==> config.mk <==
export PLATFORM = sky130hd
export DESIGN_NAME = mex_capture
export DESIGN_NICKNAME = d
export VERILOG_FILES = /design/src/rtl/mex_pkg.sv /design/src/rtl/mex_capture.sv
export SDC_FILE = /design/constraint.sdc
export NUM_CORES = 1
export LEC_CHECK = 0
export BUFFER_PORTS_ARGS = -buffer_cell sky130_fd_sc_hd__buf_2
export CAP_MARGIN = 10
export CORE_MARGIN = 10
export CORE_UTILIZATION = 45
export DETAILED_ROUTE_END_ITERATION = 10
export GPL_ROUTABILITY_DRIVEN = 0
export PLACE_DENSITY = 0.79
export SETUP_SLACK_MARGIN = 0.2
export SLEW_MARGIN = 20
export SYNTH_ARGS = -nofsm -noshare
export SYNTH_HDL_FRONTEND = slang
export SYNTH_SLANG_ARGS = --single-unit
==> constraint.sdc <==
create_clock -name clk -period 0.9 [get_ports clk]
set_input_delay 0.18 -clock clk [delete_from_list [all_inputs] [get_ports clk]]
set_output_delay 0.18 -clock clk [all_outputs]
set_load 0.005 [all_outputs]
==> src/rtl/mex_pkg.sv <==
package mex_pkg;

    typedef enum logic [1:0] {
        KIND_FETCH = 2'b00,
        KIND_LOAD  = 2'b01,
        KIND_STORE = 2'b10,
        KIND_DATA  = 2'b11
    } acc_kind_e;

    localparam int CAUSE_W = 5;
    typedef logic [CAUSE_W-1:0] cause_t;

    localparam cause_t CAUSE_NONE  = 5'd0;
    localparam cause_t CAUSE_IBUS  = 5'd3;
    localparam cause_t CAUSE_DBUS  = 5'd4;
    localparam cause_t CAUSE_STACK = 5'd7;

    typedef enum logic [1:0] {
        ST_IDLE  = 2'b00,
        ST_WAIT  = 2'b01,
        ST_DRAIN = 2'b10
    } mex_state_e;

endpackage

==> src/rtl/mex_capture.sv <==
module mex_capture
    import mex_pkg::*;
#(
    parameter int ADDR_W = 32
) (
    input  logic              clk,
    input  logic              rst_n,
    input  logic              load,
    input  cause_t            cause_in,
    input  logic [ADDR_W-1:0] addr_in,
    output logic              req_q,
    output cause_t            cause_q,
    output logic [ADDR_W-1:0] addr_q
);
    always_ff @(posedge clk or negedge rst_n) begin
        if (!rst_n) begin
            req_q   <= 1'b0;
            cause_q <= CAUSE_NONE;
            addr_q  <= '0;
        end else begin
            req_q <= load;
            if (load) begin
                cause_q <= cause_in;
                addr_q  <= addr_in;
            end
        end
    end
endmodule

Word-level counts from Yosys, hierarchy flattened
Cells that the tools add are included.
Storage, ports and cells
  register bits: 38
  logic and storage cells: 3
  input port bits: 40
  output and inout bits: 38

Logic depth before layout (Yosys ltp)
  depth after elaboration: 0
  gate-level depth with buffers: 3
  depth with buffers taken out: 1

Worst setup path before layout
Ideal clock, no wire load.
  path kind: input -> register
  start: input load
  end: register addr_q[10]
  required time: 0.775 ns
  setup time: 0.125 ns
  buffers on the path: 2
  stages on the path: 3
  arrival: 0.752 ns
  path slack: 0.023 ns
  cells stage by stage: buf_6 buf_12 mux2_4
RTL lines
  start, declared: line mex_capture.sv:8  | input logic load,
  end signal, assigned: line mex_capture.sv:24  | addr_q <= addr_in;
  end, declared: line mex_capture.sv:13  | output logic [ADDR_W-1:0] addr_q
No word-level cell between the ends.

Final worst setup path
  start: register addr_q[7]
  end: output addr_q[7]
No word-level cell between the ends.

==> results.py <==
metrics = {
    "sta": {
        "max_slew.worst_pin.slew_ns": 0.202,
        "finalSetupViolCount": 47,
        "setup_slack_ns": -0.177,
        "holdWs_ns": 0.0645,
        "slew_viol_final": 0,
        "clock_skew_ns": 0,
        "post-route-period-util_pct": 120,
        "finalCriticalPeriod_ns": 1.08,
        "hold_viol_final": 0,
        "fmax_mhz": 928,
        "rsz0062_at_grt": "yes",
        "relSlewSlack_pct": 86.5,
    },
    "placement": {
        "pre_cts_ws_ns": -0.117,
        "io_buffers": 77,
        "dp.cells": 201,
        "place_hpwl_um": 2750,
    },
    "synth": {
        "ys_seq_area_share_pct": 61.3,
        "synth_nets": 119,
        "synth_area_leaders": "dfrtp_1 (61%), mux2_4 (29%), mux2_2 (5.1%), buf_12 (3.9%), buf_6 (0.73%)",
        "synth_largest_area_cell": "dfrtp_1",
        "syn_avg_cell_area_um2": 19.6,
        "ys.warnings.count": 0,
        "syn_area_um2": 1550,
        "synth_cell_types": 5,
        "synth_top_area_share_pct": 61.3,
        "ys_seq_elements": 38,
        "synthCells": 79,
    },
    "critical_path": {
        "cp_max_fo": 2,
        "critical_path_arrival_ns": 0.90,
        "crit_chain": "buf_2",
        "timing.rr.end": "addr_q[7]",
        "r2r_cells": 3,
        "worst_path_max_delay_cell": "dfrtp_1",
        "end_kind": "primary output",
        "r2r-start": "addr_q[7]",
        "path_class": "flop to primary output",
        "r2r_setup_slack_ns": -0.10,
        "critPathTopFamily": "flip-flops",
        "critPathBufInv": 1,
        "required_ns": 0.72,
        "max_stage_delay_ns": 0.42,
        "crit_path_start_kind": "flop",
    },
    "routing": {
        "ant_nets": 0,
        "firstDrtPassIters": 3,
        "via_per_inst": 4.46,
        "avgRoutedWirePerCell_um": 16.8,
        "first_iter_violations": 46,
        "dr_total_vias": 1089,
        "drc": 0,
        "wl_um": 4110,
    },
    "min_path": {
        "hp-start": "addr_in[31]",
        "hold_end": "addr_q[31]",
        "min_path_cells": 2,
        "hold_class": "primary input to flop",
    },
    "power_and_ir_drop": {
        "ir_drop_uv": 1140,
        "power_mw": 3.87,
        "power_density_nw_per_um2": 1600,
        "p_leak_nw": 1.30,
    },
    "floorplan": {
        "die_w_um": 78.7,
        "rows": 21,
        "initial_utilization_pct": 46.5,
        "core_um2": 3340,
        "dieArea_um2": 6200,
        "die_h_um": 78.7,
        "io_pins": 78,
    },
    "layout": {
        "fillCellCount": 228,
        "fin_cells": 244,
        "diodes": 0,
        "finish.utilization_pct": 72.6,
        "syn_to_final_growth_pct": 56.0,
        "nets": 237,
        "drive_above_1_share_pct": 79.8,
    },
    "clock_network": {
        "cts-htree-levels": 2,
        "cts_sinks": 38,
        "clkTransAtPathRegs_ns": 0.11,
        "cts_tree": "yes",
        "root_buffer": "clkbuf_4",
        "clk_latency_ns": 0.33,
        "cts_buffers": 5,
        "clk_path_buf_depth": 2,
    },
    "flow_run": {
        "maxCapViolations": 0,
    },
    "outcome": {
        "status": "complete, but fails checks",
        "violations": "negative setup slack",
    },
    "global_routing": {
        "grt-ovfl-total": 0,
        "grt_pass1_vias": 1265,
        "grt_usage_pct": 12.4,
        "grt_pass1_wl_um": 6220,
        "grt_max_degree": 39,
        "antenna_found_initial": 0,
    },
}
[flip-flops by register name, indices dropped and copies added (netlist names)]
name	count
req_q	1
addr_q	32
cause_q	5
[worst max path at each step]
stage	startpoint	endpoint	slack (ns)	cells past startpoint
3_5_place_dp	load	addr_q[3]	-0.12	3
4_1_cts	addr_q[17]	addr_q[17]	-0.18	1
5_1_grt	addr_q[7]	addr_q[7]	-0.23	1
3_3_place_gp	load	addr_q[3]	-0.09	3
2_1_floorplan	load	addr_q[10]	0.05	3
6_report	addr_q[7]	addr_q[7]	-0.18	1
[power by group]
part / internal (mW) / leakage (nW) / switching, mW
clock: 0.379 / 0.0353 / 0.525
combinational: 0.682 / 0.823 / 0.308
sequential: 1.88 / 0.444 / 0.102
total: 2.94 / 1.30 / 0.935
[worst reg2reg max path, stage by stage (launching register included)]
cell,delay [ns]
dfrtp_1,0.42
buf_6,0.12
buf_6,0.10
mux2_4,0.26
[area by class of cell]
cell class              instances  area [um2]  area share [%]
well taps                      46        57.6            2.38
repair buffers                115         808            33.4
clock inverters                 1        5.00           0.207
clock buffers                   7        55.1            2.27
multi-input cells              37         544            22.5
flip-flops and latches         38         951            39.3
[synthesized netlist by cell type]
cell     number
buf_6         1
mux2_2        7
dfrtp_1      38
mux2_4       30
buf_12        3
[cells in the final DEF (no fill, tap or decap)]
cell / Yosys / final
buf_6: 1 / 26
clkbuf_8: 0 / 1
buf_12: 3 / 3
clkbuf_1: 0 / 1
buf_4: 0 / 8
clkbuf_4: 0 / 5
mux2_4: 30 / 34
mux2_2: 7 / 3
buf_2: 0 / 77
dlygate4sd3_1: 0 / 1
clkinv_2: 0 / 1
dfrtp_1: 38 / 38
[per-stage QoR]
| step | setup TNS [ns] | instance area (um2) |
|---|---|---|
| final | -6.21 | 2420 |
| after global routing | -8.44 | 2420 |
| after CTS | -5.83 | 2210 |
| after detailed placement | -2.52 | 1980 |
| after global placement | -1.73 | 1980 |
| after floorplan | 0 | 1560 |
[per-layer routing]
metal	routed length, um	GRT usage (%)	part of all wire, %	vias up
li1	-	-	-	507
met1	1630	13.4	40	518
met2	1990	20.3	48	58
met3	441	7.43	11	6
met4	48	3.23	1.2	0
met5	0	0	0	-
[kinds of logic (layout without fill, tap and decap cells)]
kind of cell	after synthesis	in the layout	share of synthesized area (%)
flip-flops	38	38	61.3
buffers and inverters	4	123	4.60
multiplexers	37	37	34.1
[timing repair]
action / CTS / global route
resized for setup: 4 / 26
endpoints found under the setup margin: 75 / 75
buffers inserted: 19 / 15
endpoints found under the hold margin: 38 / 0
cloned: 0 / 0
hold buffers: 1 / 0
Power figures use the tool's default switching activity.
